<file path="src/rtl/sbf_pkg.sv">
package sbf_pkg;

    localparam int BYTE_W    = 8;
    localparam int A1_LONG   = 12;
    localparam int A1_SHORT  = 3;
    localparam int A2_CNT    = 3;
    localparam int WIN_BYTES = A1_LONG + A2_CNT;
    localparam int WIN_W     = BYTE_W * WIN_BYTES;

    localparam logic [BYTE_W-1:0] A1_CODE = 8'hF6;
    localparam logic [BYTE_W-1:0] A2_CODE = 8'h28;

    typedef enum logic {
        RATE_STS12 = 1'b0,
        RATE_STS3  = 1'b1
    } rate_e;

    typedef struct packed {
        logic [BYTE_W-1:0] data;
        logic              stb;
        logic              sync;
    } byte_port_t;

    // Pattern as seen in a shift window whose newest bit sits at index 0.
    function automatic logic [WIN_W-1:0] frame_pattern(input int n_a1);
        logic [WIN_W-1:0] p;
        p = '0;
        for (int b = 0; b < WIN_BYTES; b++) begin
            if (b < A2_CNT)
                p[b*BYTE_W +: BYTE_W] = A2_CODE;
            else if (b < A2_CNT + n_a1)
                p[b*BYTE_W +: BYTE_W] = A1_CODE;
        end
        return p;
    endfunction

    function automatic logic [WIN_W-1:0] frame_mask(input int n_a1);
        logic [WIN_W-1:0] m;
        m = '0;
        for (int b = 0; b < WIN_BYTES; b++) begin
            if (b < A2_CNT + n_a1)
                m[b*BYTE_W +: BYTE_W] = '1;
        end
        return m;
    endfunction

endpackage

</file>
<file path="src/rtl/sbf_shifter.sv">
module sbf_shifter
    import sbf_pkg::*;
#(
    parameter int WIN_W_P = WIN_W
) (
    input  logic               clk,
    input  logic               rst_n,
    input  logic               ser_i,
    input  logic               loss_n_i,
    output logic [WIN_W_P-1:0] win_next_o
);

    logic [WIN_W_P-1:0] sh_q;
    logic               bit_in;

    // Loss of signal quiets the stream at its entry point.
    assign bit_in     = ser_i & loss_n_i;
    assign win_next_o = {sh_q[WIN_W_P-2:0], bit_in};

    always_ff @(posedge clk) begin
        if (!rst_n)
            sh_q <= '0;
        else
            sh_q <= win_next_o;
    end

endmodule

</file>
<file path="src/rtl/sbf_matcher.sv">
module sbf_matcher
    import sbf_pkg::*;
#(
    parameter int WIN_W_P = WIN_W
) (
    input  logic [WIN_W_P-1:0] win_i,
    input  rate_e              rate_i,
    output logic               match_o
);

    logic [1:0] rate_hit;

    for (genvar r = 0; r < 2; r++) begin : g_rate
        localparam int               NA1  = (r == int'(RATE_STS3)) ? A1_SHORT : A1_LONG;
        localparam logic [WIN_W-1:0] PAT  = frame_pattern(NA1);
        localparam logic [WIN_W-1:0] MASK = frame_mask(NA1);
        assign rate_hit[r] = ((win_i & MASK[WIN_W_P-1:0]) == PAT[WIN_W_P-1:0]);
    end

    assign match_o = rate_hit[rate_i];

endmodule

</file>
<file path="src/rtl/sbf_aligner.sv">
module sbf_aligner
    import sbf_pkg::*;
#(
    parameter int BYTE_W_P = BYTE_W
) (
    input  logic                clk,
    input  logic                rst_n,
    input  logic [BYTE_W_P-1:0] win_byte_i,
    input  logic                match_i,
    input  logic                oof_i,
    input  logic                fen_i,
    output byte_port_t          out_o
);

    localparam int                PH_W    = $clog2(BYTE_W_P);
    localparam logic [PH_W-1:0]   PH_LAST = PH_W'(BYTE_W_P - 1);

    logic [PH_W-1:0] ph_q;
    logic            pend_q;
    byte_port_t      out_q;
    logic            hit;
    logic            close_byte;

    assign hit        = match_i & fen_i;
    // A byte closes at the end of its 8 bits or when a search re-aligns.
    assign close_byte = (ph_q == PH_LAST) | (hit & oof_i);

    always_ff @(posedge clk) begin
        if (!rst_n) begin
            ph_q   <= '0;
            pend_q <= 1'b0;
            out_q  <= '0;
        end else begin
            out_q.stb <= close_byte;
            if (close_byte) begin
                out_q.data <= win_byte_i;
                out_q.sync <= fen_i & (hit | pend_q);
                ph_q       <= '0;
                pend_q     <= 1'b0;
            end else begin
                out_q.sync <= 1'b0;
                ph_q       <= ph_q + 1'b1;
                pend_q     <= fen_i & (pend_q | hit);
            end
        end
    end

    assign out_o = out_q;

    AST_REALIGN_A2: assert property (@(posedge clk) disable iff (!rst_n)
        match_i && fen_i && oof_i |=> out_q.sync && out_q.stb && out_q.data == A2_CODE);
    AST_FEN_QUIET: assert property (@(posedge clk) disable iff (!rst_n)
        !fen_i |=> !out_q.sync);
    AST_SYNC_WITH_STB: assert property (@(posedge clk) disable iff (!rst_n)
        out_q.sync |-> out_q.stb);
    AST_SYNC_ONE_CYCLE: assert property (@(posedge clk) disable iff (!rst_n)
        out_q.sync |=> !out_q.sync);

endmodule

</file>
<file path="src/rtl/sonet_byte_framer.sv">
module sonet_byte_framer
    import sbf_pkg::*;
(
    input  logic              clk,
    input  logic              rst_n,
    input  logic              ser_in,
    input  logic              loss_n,
    input  logic              oof,
    input  logic              framer_en,
    input  logic              rate_sts3,
    output logic [BYTE_W-1:0] byte_out,
    output logic              byte_stb,
    output logic              sync_out
);

    logic [WIN_W-1:0] win_next;
    logic             match;
    rate_e            rate;
    byte_port_t       port;

    assign rate = rate_e'(rate_sts3);

    sbf_shifter #(.WIN_W_P(WIN_W)) u_shift (
        .clk        (clk),
        .rst_n      (rst_n),
        .ser_i      (ser_in),
        .loss_n_i   (loss_n),
        .win_next_o (win_next)
    );

    sbf_matcher #(.WIN_W_P(WIN_W)) u_match (
        .win_i   (win_next),
        .rate_i  (rate),
        .match_o (match)
    );

    sbf_aligner #(.BYTE_W_P(BYTE_W)) u_align (
        .clk        (clk),
        .rst_n      (rst_n),
        .win_byte_i (win_next[BYTE_W-1:0]),
        .match_i    (match),
        .oof_i      (oof),
        .fen_i      (framer_en),
        .out_o      (port)
    );

    assign byte_out = port.data;
    assign byte_stb = port.stb;
    assign sync_out = port.sync;

endmodule

</file>
<file path="config.mk">
export PLATFORM = sky130hd
export DESIGN_NAME = sonet_byte_framer
export DESIGN_NICKNAME = d
export VERILOG_FILES = /design/src/rtl/sbf_pkg.sv /design/src/rtl/sbf_shifter.sv /design/src/rtl/sbf_matcher.sv /design/src/rtl/sbf_aligner.sv /design/src/rtl/sonet_byte_framer.sv
export SDC_FILE = /design/constraint.sdc
export NUM_CORES = 1
export LEC_CHECK = 0
export ABC_CLOCK_PERIOD_IN_PS = 2000
export BUFFER_PORTS_ARGS = -buffer_cell sky130_fd_sc_hd__buf_2
export CAP_MARGIN = 5
export CELL_PAD_IN_SITES_DETAIL_PLACEMENT = 1
export CELL_PAD_IN_SITES_GLOBAL_PLACEMENT = 2
export CORE_UTILIZATION = 37
export DETAILED_ROUTE_END_ITERATION = 8
export GPL_TIMING_DRIVEN = 0
export PLACE_DENSITY_LB_ADDON = 0.1
export RECOVER_POWER = 100
export SETUP_SLACK_MARGIN = 0.05
export SLEW_MARGIN = 20
export SYNTH_ARGS = -nofsm -noshare
export SYNTH_HDL_FRONTEND = slang
export SYNTH_HIERARCHICAL = 1
export SYNTH_SLANG_ARGS = --single-unit
</file>
<file path="constraint.sdc">
create_clock -name clk -period 2 [get_ports clk]
set_clock_uncertainty 0.1 [all_clocks]
set_input_delay 0.1 -clock clk [delete_from_list [all_inputs] [get_ports clk]]
set_output_delay 0.1 -clock clk [all_outputs]
set_load 0.03 [all_outputs]
</file>
==> results by stage, run 1 <==
Outcome:
- The run finished, with violations left.
- The checks that failed: setup timing.

Pwr:
- The share of total power in combinational logic is 1.4%.
- Of the total power, the share spent switching nets is 19.4%.
- The leakage power of the design is 1.95 nW.
- The power after layout is 6.05 mW.
- Power spread over the standard cell area amounts to 1170 mW/mm2.
- Per report_power, the sequential group accounts for 44.0% of the total.
- The switching component of the power is 1.17 mW.
- VDD sags by at most 0.000708 V.
- The fraction of power consumed by the clock network is 54.6%.
- The cell internal power dissipation is 4.88 mW.

Synthesis:
- The total nets after synthesis is roughly 360.
- The yosys synthesis warning count is 6.
- The synthesized netlist devotes 3.70% of its cell area to compound gates.
- The post-synthesis sequential area ratio is a little over three fifths.
- The portion of synthesized area spent on multiplexers is 0%.
- The area share of fa/ha/maj cells after synthesis is less than 1%.
- The biggest area contributor in the post-synthesis netlist is sky130_fd_sc_hd__dfxtp_1.
- Summing the areas of all xor and xnor instances in the mapped netlist gives 0% of the synthesized area.
- Synthesis instantiated 30 different standard cells from the library.
- In the post-synthesis netlist, the biggest area contributors are sky130_fd_sc_hd__dfxtp_1 63%, sky130_fd_sc_hd__and2_1 18%, sky130_fd_sc_hd__buf_6 3.7%.
- The combinational family with the most area after synthesis is simple AND/OR/NAND/NOR gates.
- The share of synthesized area in the top cell type comes to 63.0%.
- The count of state elements after synthesis is 133.
- The fraction of registers with async set/reset is 0%.
- The gate count after technology mapping is 349.
- The basic-gate share of the synthesized area counting and, or, nand and nor cells is 27.8%.
- The dominant register cell in the synthesized netlist is sky130_fd_sc_hd__dfxtp_1.
- The cell area after technology mapping is 0.00423 mm2.
- Averaged over all synthesized cells, the footprint is between 10 and 15 um2.
- The number of enable flip-flop cells after synthesis is 0.

Global route:
- The initial antenna violation count is 0.
- For met3 alone, demand over resource in global routing was 4.54%.
- The number of global-route vias before repair is 2601.
- In the global route stage, overall resource usage came out at 14.8%.
- The most congested layer reported by global routing is met2.
- The total overflow left after global routing is 0.
- The first global-routing pass estimated between 10000 and 15000 um of wire.
- The pin count of the biggest net entering global routing is 17.
- The met1 global-route usage is approximately 20%.
- Global routing used between 20% and 30% of the available met2 tracks.

Placement:
- Routability-driven placement finished with a final weighted congestion of 0.679.
- The count of buffers inserted at the top-level ports is 16.
- The estimated wirelength of the detail-placed design is between 4000 and 5000 um.

Routing:
- The final layout contains routed wiring with a total length of 7590 um.
- The total number of vias is 2482.
- The remaining routing DRC violations is 0.
- The per-cell routed wire length is 13.9 um.
- The routed via count divided by cell count is 4.55.
- In this run, the number of DRC markers left after iteration 0 of detailed routing was 93.
- The count of nets left with antenna violations once routing finished came out at 0.
- Before antenna repair, the detailed router went through 4 iterations.

Setup path:
- The critical-path maximum fanout is 5.
- The kind of launch point of the worst setup path is a flip-flop.
- The setup path with the least slack is of type reg -> reg.
- For the worst setup path, the data arrival time is about 2.4 ns.
- The worst register-to-register path ends at u_align/out_o[4].
- The length in cells of the worst reg-to-reg path is 7.
- The reg-to-reg setup timing slack is -0.19 ns.
- The beginning of the worst register-to-register path is u_shift/sh_q[1].
- STA classifies the critical path endpoint as a flip-flop.
- STA puts the critical path data required time at 2.18 ns.

CTS:
- Clock-pin slew was measured on the worst setup and hold paths at 0.06 ns.
- The CTS tree is built.
- The level count of the clock H-tree is 4.
- Buffers inserted during clock tree synthesis total 17.
- Clock tree synthesis selected as its root buffer the cell sky130_fd_sc_hd__clkbuf_16.
- The clock latency on the worst-skew pair is around 0.4 ns.
- The clock sink count is 133.
- The clock passes through at most 2 buffers.

Final layout:
- The diode insertion count for antenna repair is 0.
- The register cell area after layout is 0.00266 mm2.
- The fraction of final layout cells sized beyond drive strength 1 is 16.3%.
- The fill cell instance count of the final layout is 1176.
- From synthesis to final layout, the design area changed by 22.8%.
- In the layout the commonest cells are 132 x sky130_fd_sc_hd__dfxtp_1, 64 x sky130_fd_sc_hd__and2_1, 55 x sky130_fd_sc_hd__and2_0.
- The library cell used most frequently in the layout, excluding fill and tap cells, is sky130_fd_sc_hd__dfxtp_1.
- The number of nets in the final layout is 401.
- The multi-input logic area is 0.00143 mm2.

Timing:
- Setup repair after global routing could not meet its margin everywhere.
- The clock period minus final worst setup slack is 2.19 ns.
- The peak clock frequency supported by timing is about 460 MHz.
- The final number of max-transition violations is 0.
- Setup slack on the critical path of the routed design comes to -0.195 ns.
- The count of endpoints failing hold in the final timing report is 0.
- The final worst-path cycle share is 110%.
- The number of setup violations in the final report is 14.
- At the pin with the least slew margin, the transition time is 0.588 ns.
- The tightest hold margin is 0.0705 ns.
- Measured against its own limit, the worst slew margin works out to about three fifths.

Worst hold path:
- The worst hold path begins at loss_n.
- The terminating pin of the worst hold path is u_align/out_o[2].
- The worst min-delay path category is in -> reg.
- The depth of the worst hold-timing path is 5.

Floorplan:
- The core area is between 0.01 and 0.015 mm2.
- The floorplan step defined a die boundary enclosing 0.0119 mm2.
- The count of pins on the block boundary is 17.
- The die width is 109 um.
- The effective utilization at floorplan is 38.5%.
- The floorplan step set the die height to 109 um.
- The floorplan row count is 38.

Run:
- The number of max-cap violations is 0.
[layout make-up]
class / count / area share, %
repair buffers: 24 / 2.92
well taps: 140 / 3.37
clock inverters: 11 / 3.35
inverters: 8 / 0.578
flip-flops and latches: 133 / 51.3
plain buffers: 18 / 1.88
multi-input cells: 190 / 27.5
clock buffers: 21 / 9.06
[per-stage QoR]
stage	util (%)	area [um2]	worst slack (ns)	TNS, ns	std cells
final	47.3	5190	-0.195	-2.27	545
after CTS	47.8	5250	-0.243	-3.15	542
after floorplan	-	4250	0.0498	0	349
after global routing	47.3	5190	-0.306	-3.88	545
after detailed placement	41.0	4500	-0.446	-5.53	505
after global placement	41.0	4500	-0.431	-5.33	505
[registers in the layout, summed over array words and instances, names as in the netlist]
name,cells
u_align/out_o,10
u_align/pend_q,1
u_shift/sh_q,119
u_align/ph_q,3
[Yosys cell counts (2+ instances only)]
master,count
sky130_fd_sc_hd__and2_1,119
sky130_fd_sc_hd__and3_1,3
sky130_fd_sc_hd__and4bb_1,2
sky130_fd_sc_hd__buf_2,3
sky130_fd_sc_hd__buf_6,14
sky130_fd_sc_hd__dfxtp_1,133
sky130_fd_sc_hd__ha_1,2
sky130_fd_sc_hd__inv_1,8
sky130_fd_sc_hd__nand2_1,10
sky130_fd_sc_hd__nand4_1,7
sky130_fd_sc_hd__nand4b_1,11
sky130_fd_sc_hd__nand4bb_1,3
sky130_fd_sc_hd__nor3_1,4
sky130_fd_sc_hd__nor4_1,6
sky130_fd_sc_hd__nor4b_1,2
sky130_fd_sc_hd__o32ai_2,8
[timing repair]
| item | 4_1_cts | 5_1_grt |
|---|---|---|
| endpoints found under the hold margin | 4 | 0 |
| gates cloned | 0 | 2 |
| pin swaps | 6 | 4 |
| hold buffers | 4 | 0 |
| gates resized for setup | 7 | 3 |
| setup endpoints to repair | 14 | 14 |
| buffers inserted | 1 | 1 |
[logic make-up (layout without fill, tap and decap cells)]
family,after synthesis,in the layout
buf+inv,26,82
fa+ha+maj,2,2
compound gates,11,11
flops,133,133
simple gates,177,177
[per-layer routing]
layer	share of wire, %	routed length (um)
met3	2.6	201
met4	2.3	172
met2	43	3280
met1	52	3930
met5	0	0
[worst max-delay path by stage]
| stage | start | end | slack [ns] | depth (start not counted) |
|---|---|---|---|---|
| after floorplan | u_shift/sh_q[31] | u_align/ph_q[1] | 0.05 | 6 |
| after global placement | u_shift/sh_q[74] | u_align/ph_q[1] | -0.43 | 8 |
| after detailed placement | u_shift/sh_q[74] | u_align/ph_q[1] | -0.45 | 8 |
| after CTS | u_shift/sh_q[90] | u_align/ph_q[1] | -0.24 | 7 |
| after global routing | u_shift/sh_q[58] | u_align/out_o[4] | -0.31 | 9 |
| final | u_shift/sh_q[1] | u_align/out_o[4] | -0.19 | 7 |
[worst max-delay path, stage by stage, from the launching register on]
cell	delay, ns
sky130_fd_sc_hd__dfxtp_1	0.31
sky130_fd_sc_hd__nand4b_1	0.23
sky130_fd_sc_hd__or4_4	0.54
sky130_fd_sc_hd__nor4_4	0.27
sky130_fd_sc_hd__buf_4	0.18
sky130_fd_sc_hd__and3_4	0.22
sky130_fd_sc_hd__clkbuf_16	0.15
sky130_fd_sc_hd__o32ai_2	0.07
[power groups by stage]
stage / logic, mW / registers, mW / clock network (mW)
global route: 0.0952 / 2.66 / 3.50
finish: 0.0840 / 2.66 / 3.30
floorplan: 0.0655 / 2.72 / 0
CTS: 0.106 / 2.66 / 3.39
detailed placement: 0.0966 / 2.72 / 0
global placement: 0.0958 / 2.72 / 0
Note: power is estimated with default switching activity, not from simulation.
==> run 2, diff against run 1 <==
- CORE_UTILIZATION: 37 -> 39
- CTS_BUF_LIST: unset -> sky130_fd_sc_hd__clkbuf_4 sky130_fd_sc_hd__clkbuf_8
==> run 2 against run 1 <==
Against the previous run:
- the run still ends with setup timing left
- via count shrank 1.3%
- flip-flop and latch count unchanged
- largest power group is now registers
- clock-buffer cell count up 3
- final cell count is 1.3% lower
- final area fell by 6.2%
- critical path type unchanged
- first-iteration DRC count fell by 28%
- worst setup slack worse by 0.0086 ns
- non-clock buffer count is 1 lower
- sequential power hardly changed
- combinational power shrank 2%
- register-to-register slack is essentially flat
==> results by stage, run 2 (synthesis results as in run 1) <==
Timing:
- The clock period minus final worst setup slack was 2.20 ns (+0.00860 ns).
- The peak clock frequency supported by timing is 454 MHz (-0.39%).
- The smallest setup slack after layout is -0.204 ns (-0.00860 ns).
- The final number of max-transition violations was 0 (unchanged).
- The worst max-slew margin expressed relative to the limit is 63.1% (+2.3 points).
- Setup repair after global routing could not meet its margin everywhere.
- The number of setup violations in the final report is 14 (unchanged).
- The actual transition at the worst max-transition pin is 0.553 ns (-0.0347 ns).
- The count of endpoints failing hold in the final timing report came to 0 (unchanged).
- The tightest hold margin is 0.0894 ns (+0.0189 ns).
- The final worst-path cycle share is 110% (+0.43 points).

Worst hold path:
- The depth of the worst hold-timing path came to 5 (unchanged).
- The hold path startpoint is loss_n.
- The min-delay analysis places its worst path in the category in -> reg.

Global route:
- The met2 routing resource usage after global routing came to 21.9% (+1.1 points).
- The met1 global-route usage is 19.2% (-0.51 points).
- The total global routing track utilization was 14.8% (+0.053 points).
- The pin count of the biggest net entering global routing is 17 (unchanged).
- The initial antenna violation count came to 0 (unchanged).
- The most congested layer reported by global routing is met2.
- The number of global-route vias before repair came to 2545 (-2.2%).
- The met3 usage in global routing is 5.52% (+0.98 points).
- The leftover overflow at the end of global routing is 0 (unchanged).
- The first-pass GRT wire length came to 12600 um (-1.1%).

Floorplan:
- The effective utilization at floorplan came to 40.6% (+2.1 points).
- The core area was 0.0104 mm2 (-5.2%).
- The y dimension of the die is 106 um (-2.5%).
- The full die area is 0.0113 mm2 (-5.0%).
- The die width is 106 um (-2.5%).
- The floorplan row count was 37 (-2.6%).
- The count of pins on the block boundary was 17 (unchanged).

Routing:
- The remaining antenna violation count after routing is 0 (unchanged).
- The per-cell routed wire length is 13.7 um (-1.3%).
- The remaining routing DRC violations came to 0 (unchanged).
- The number of search-and-repair iterations in the first detailed-routing pass is 4 (unchanged).
- The number of violations reported at the end of detailed-routing iteration 0 is 67 (-28%).
- The total wire length was 7390 um (-2.6%).
- The routed via count divided by cell count is 4.55 (about the same).
- The total number of vias is 2450 (-1.3%).

Setup path:
- The required time at the endpoint of the critical path was 2.19 ns (about the same).
- The beginning of the worst register-to-register path is u_shift/sh_q[58].
- The kind of critical path is reg -> reg.
- The critical-path maximum fanout is 10 (+5).
- The length in cells of the worst reg-to-reg path is 9 (+2).
- The worst setup path is captured at a flip-flop.
- The kind of launch point of the worst setup path is a flip-flop.
- Tracing the worst setup path back leads to its startpoint at u_shift/sh_q[58].
- The arrival time of data at the critical path endpoint is 2.39 ns (about the same).

CTS:
- The level count of the clock H-tree is 4 (unchanged).
- The deepest clock path buffer count is 2 (unchanged).
- TritonCTS built the clock tree.
- The clock latency on the worst-skew pair is 0.41 ns (about the same).
- The clock sink count was 133 (unchanged).
- The clock input transition at the sequential cells of the worst setup and hold paths came to 0.07 ns (about the same).
- The root cell of the clock tree is sky130_fd_sc_hd__clkbuf_8.
- The TritonCTS buffer count is 17 (unchanged).

Pwr:
- The maximum VDD drop is 0.000657 V (-7.3%).
- The power after layout is 4.72 mW (-22%).
- The total power divided by cell area is 969 mW/mm2 (-17%).
- The leakage power of the design is 1.84 nW (-5.7%).

Placement:
- The estimated wirelength of the detail-placed design was 4950 um (-0.20%).
- The placer congestion estimate was 0.674 (-0.60%).
- The count of buffers inserted at the top-level ports is 16 (unchanged).

Final layout:
- Leaving out fill and tap cells, the most frequent cells in the layout are 132 x sky130_fd_sc_hd__dfxtp_1, 60 x sky130_fd_sc_hd__and2_0, 59 x sky130_fd_sc_hd__and2_1.
- The number of flip-flops in the largest register came to 119 (unchanged).
- Leaving out fill and tap cells, the most frequent cell in the layout is sky130_fd_sc_hd__dfxtp_1.
- The fraction of final layout cells sized beyond drive strength 1 is 15.4% (-0.87 points).
- The number of nets in the final layout was 400 (-0.25%).
- The diode insertion count for antenna repair came to 0 (unchanged).
- Compared with the post-synthesis result, the final layout area differs by 15.2%.
- Ranked by flip-flop count, first place goes to u_shift/sh_q.

Run:
- The number of max-cap violations is 0 (unchanged).

Outcome:
- The checks that failed: setup timing.
- The flow ran to the end, but the final reports show violations.
-- run 2: path summary, 6_finish.rpt --
| path | slack [ns] | to |
|---|---|---|
| worst min-delay path | 0.09 | u_align/out_o[2] |
| worst max-delay path | -0.20 | u_align/out_o[2] |
| worst min register to register | 0.34 | u_align/ph_q[0] |
| worst max register to register | -0.20 | u_align/out_o[2] |
-- run 2: cell type report --
class	instances	area, um2
multi-input combinational	190	1430
sequential	133	2660
clock inverter	6	55.1
timing repair buffer	23	129
clock buffer	24	293
fill	1133	5540
tap	136	170
buffer	18	97.6
inverter	8	30.0
-- run 2: what timing repair did --
item	4_1_cts	5_1_grt
hold buffers	5	0
endpoints found under the setup margin	14	14
endpoints found under the hold margin	5	0
gates resized for setup	5	5
cloned	1	0
pin swaps	8	2
setup buffers	0	1
-- run 2: worst max-delay path, stage by stage (launching register included) --
cell and delay (ns):
sky130_fd_sc_hd__dfxtp_1 0.31, sky130_fd_sc_hd__and4bb_1 0.26, sky130_fd_sc_hd__nand4_1 0.11, sky130_fd_sc_hd__nor3_2 0.20, sky130_fd_sc_hd__a41oi_2 0.22, sky130_fd_sc_hd__nor4_4 0.29, sky130_fd_sc_hd__buf_4 0.18, sky130_fd_sc_hd__and3_4 0.19
sky130_fd_sc_hd__buf_12 0.13, sky130_fd_sc_hd__o32ai_2 0.09
-- run 2: per-stage QoR --
stage | setup WS [ns] | cells | utilization (%) | TNS, ns | cell area, um2
after floorplan | 0.0498 | 349 | - | 0 | 4250
after global placement | -0.515 | 501 | 43.2 | -6.57 | 4500
after detailed placement | -0.496 | 501 | 43.2 | -6.47 | 4500
after CTS | -0.305 | 537 | 47.3 | -3.84 | 4930
after global routing | -0.334 | 538 | 46.8 | -4.09 | 4870
final | -0.204 | 538 | 46.8 | -2.32 | 4870
-- run 2: routing by layer --
metal / up-vias / routed length, um
li1: 1239 / -
met1: 1182 / 3860
met2: 23 / 3260
met3: 6 / 187
met4: 0 / 83
met5: - / 0
-- run 2: power breakdown --
group | internal (mW) | total (mW) | switching, mW
combinational | 0.0293 | 0.0821 | 0.0529
sequential | 2.66 | 2.66 | 0.00367
clock | 1.07 | 1.98 | 0.905
total | 3.76 | 4.72 | 0.962
==> run 3, diff against run 2 <==
- GPL_TIMING_DRIVEN: 0 -> unset
==> run 3 against run 2 <==
Against the previous run:
- the flow still finishes with violations (setup timing)
- wire length up 1.1%
- core utilization is 1.7 points higher
- power grew 12%
- clock-buffer cell count fell by 5
- maximum frequency increased by 1.9%
- global-route usage rose by 0.27 points
- combinational power shrank 5.8%
- die area stayed put
- via count shrank 0.49%
- clock power is 30% higher
- final cell count is 0.37% lower
- critical endpoint is now u_align/out_o[4]
- largest cell class unchanged
==> results by stage, run 3 (synthesis results as in run 1) <==
Final layout:
- Leaving out fill and tap cells, the most frequent cell in the layout is sky130_fd_sc_hd__dfxtp_1.
- The register with the most flip-flops in the final layout is u_shift/sh_q.
- The number of nets in the final layout is 396 (-1.0%).
- The number of flip-flops in the largest register is 119 (unchanged).
- Leaving out fill and tap cells, the most frequent cells in the layout are 131 x sky130_fd_sc_hd__dfxtp_1, 81 x sky130_fd_sc_hd__and2_1, 38 x sky130_fd_sc_hd__and2_0.
- The area growth from synthesis to layout is 19.3%.
- The diode insertion count for antenna repair is 0 (unchanged).
- The fraction of final layout cells sized beyond drive strength 1 is 18.8% (+3.3 points).

Routing:
- The remaining routing DRC violations is 0 (unchanged).
- The remaining antenna violation count after routing came to 0 (unchanged).
- The total wire length came to 7470 um (+1.1%).
- The routed via count divided by cell count is 4.55 (-0.12%).
- The total number of vias is 2438 (-0.49%).
- The number of search-and-repair iterations in the first detailed-routing pass is 4 (unchanged).
- The per-cell routed wire length is 13.9 um (+1.5%).
- The number of violations reported at the end of detailed-routing iteration 0 is 90 (+34%).

Floorplan:
- The full die area was 0.0113 mm2 (unchanged).
- The core area is 0.0104 mm2 (unchanged).
- The effective utilization at floorplan was 40.6% (unchanged).
- The y dimension of the die came to 106 um (unchanged).
- The die width is 106 um (unchanged).
- The count of pins on the block boundary was 17 (unchanged).
- The floorplan row count is 37 (unchanged).

Setup path:
- The peak per-stage delay on the critical path is 0.33 ns (+0.02 ns).
- The length in cells of the worst reg-to-reg path is 8 (-1).
- The arrival time of data at the critical path endpoint came to 2.36 ns (-0.03 ns).
- The reg-to-reg setup timing slack is -0.16 ns (+0.04 ns).
- The master of the slowest instance on the critical path is sky130_fd_sc_hd__dfxtp_1.
- The type of element capturing the critical path is a flip-flop.
- The critical-path maximum fanout was 5 (-5).
- STA classifies the critical path startpoint as a flip-flop.
- The worst register-to-register path begins at u_shift/sh_q[82].
- The required time at the endpoint of the critical path is 2.19 ns (about the same).
- The signal on the critical path passes through nand4bb_1 > nor4_4 > buf_4 > a41oi_4 > nor4_4 > buf_4 > and3_4 > o32ai_2.
- The setup path with the least slack is of type reg -> reg.
- The worst register-to-register path ends at u_align/out_o[4].

Timing:
- The final number of max-transition violations is 0 (unchanged).
- The count of endpoints failing hold in the final timing report is 0 (unchanged).
- The final worst-path cycle share was 108% (-2.0 points).
- Setup repair after global routing could not meet its margin everywhere.
- The clock period minus final worst setup slack was 2.16 ns (-0.0405 ns).
- The peak clock frequency supported by timing is 462 MHz (+1.9%).
- The tightest hold margin is 0.109 ns (+0.0197 ns).
- The actual transition at the worst max-transition pin was 1.14 ns (+0.585 ns).
- The worst max-slew margin expressed relative to the limit is 24.1% (-39 points).
- The number of setup violations in the final report is 14 (unchanged).
- The smallest setup slack after layout is -0.163 ns (+0.0405 ns).

Pwr:
- The total power divided by cell area is 1050 mW/mm2 (+8.5%).
- The power after layout is 5.30 mW (+12%).
- The leakage power of the design is 1.96 nW (+6.8%).
- The maximum VDD drop is 0.000502 V (-24%).

Outcome:
- The run finished, with violations left.
- The checks that failed: setup timing.

Placement:
- The count of buffers inserted at the top-level ports is 16 (unchanged).
- The estimated wirelength of the detail-placed design came to 4570 um (-7.7%).
- The placer congestion estimate is 0.685 (+1.6%).

CTS:
- The CTS tree is built.
- The clock latency on the worst-skew pair is 0.43 ns (+0.02 ns).
- The clock sink count is 133 (unchanged).
- The root cell of the clock tree is sky130_fd_sc_hd__clkbuf_8.
- The clock input transition at the sequential cells of the worst setup and hold paths came to 0.08 ns (about the same).
- The TritonCTS buffer count was 17 (unchanged).
- The deepest clock path buffer count was 2 (unchanged).
- The level count of the clock H-tree was 4 (unchanged).

Global route:
- The first-pass GRT wire length is 12900 um (+2.6%).
- The number of global-route vias before repair was 2618 (+2.9%).
- The total global routing track utilization is 15.1% (+0.27 points).
- The pin count of the biggest net entering global routing is 81 (+64).
- The initial antenna violation count is 0 (unchanged).
- The leftover overflow at the end of global routing was 0 (unchanged).

Worst hold path:
- The worst hold path belongs to the class in -> reg.
- The hold path startpoint is loss_n.
- The worst hold path terminates at u_align/out_o[2].
- The depth of the worst hold-timing path is 5 (unchanged).

Run:
- The number of max-cap violations came to 0 (unchanged).
-- run 3: cell count changes in the layout (fill, tap and decap cells not counted), sizes merged --
cell / delta
clkbuf: -16
buf: +7
bufinv: +4
clkinvlp: +4
and3: +1
clkinv: -1
dlygate4sd3: -1
-- run 3: what timing repair did --
| item | in CTS | in global routing |
|---|---|---|
| setup buffers | 1 | 0 |
| hold endpoints to repair | 6 | 0 |
| pin swaps | 15 | 6 |
| gates cloned | 1 | 0 |
| hold buffers | 4 | 0 |
| endpoints found under the setup margin | 14 | 14 |
| gates resized for setup | 12 | 4 |
-- run 3: worst max path at each step --
stage / to / startpoint
floorplan: u_align/ph_q[1] / u_shift/sh_q[31]
global placement: u_align/out_o[9] / u_shift/sh_q[90]
detailed placement: u_align/out_o[8] / u_shift/sh_q[74]
CTS: u_align/out_o[4] / u_shift/sh_q[106]
global route: u_align/out_o[4] / u_shift/sh_q[95]
finish: u_align/out_o[4] / u_shift/sh_q[82]
-- run 3: metal layers --
layer  global-route usage [%]  wire length, um  vias up
met3                     4.60              221        4
met1                     19.9             3930     1172
met2                     21.6             3250       26
met5                        0                0        -
li1                         -                -     1236
met4                     8.93               68        0
-- run 3: critical path: cells and delay by family (launching register included) --
family / cells / cell delay, ns
and+or+nand+nor: 4 / 1.03
buffers and inverters: 2 / 0.35
DFF: 1 / 0.33
AOI/OAI and AO/OA: 2 / 0.24
-- run 3: per-stage QoR --
stage               cells  cell area (um2)  TNS [ns]  utilization (%)  setup WS [ns]
floorplan             349             4250         0                -         0.0498
global placement      498             4430     -3.33             42.5         -0.274
detailed placement    498             4430     -4.65             42.5         -0.393
CTS                   536             5020     -1.68             48.2         -0.154
global route          536             5040     -3.30             48.4         -0.271
finish                536             5040     -1.68             48.4         -0.163
-- run 3: cell type report --
| class | instances | area [um2] |
|---|---|---|
| multi-input combinational | 191 | 1480 |
| fill | 1128 | 5370 |
| clock buffer | 19 | 262 |
| tap | 136 | 170 |
| inverter | 8 | 30.0 |
| sequential | 133 | 2670 |
| timing repair buffer | 36 | 231 |
| clock inverter | 13 | 204 |
-- run 3: report_power, final --
group	leakage, nW	internal (mW)	switching [mW]
Sequential	1.07	2.65	0.00322
Clock	0.224	1.54	1.02
Combinational	0.665	0.0270	0.0504
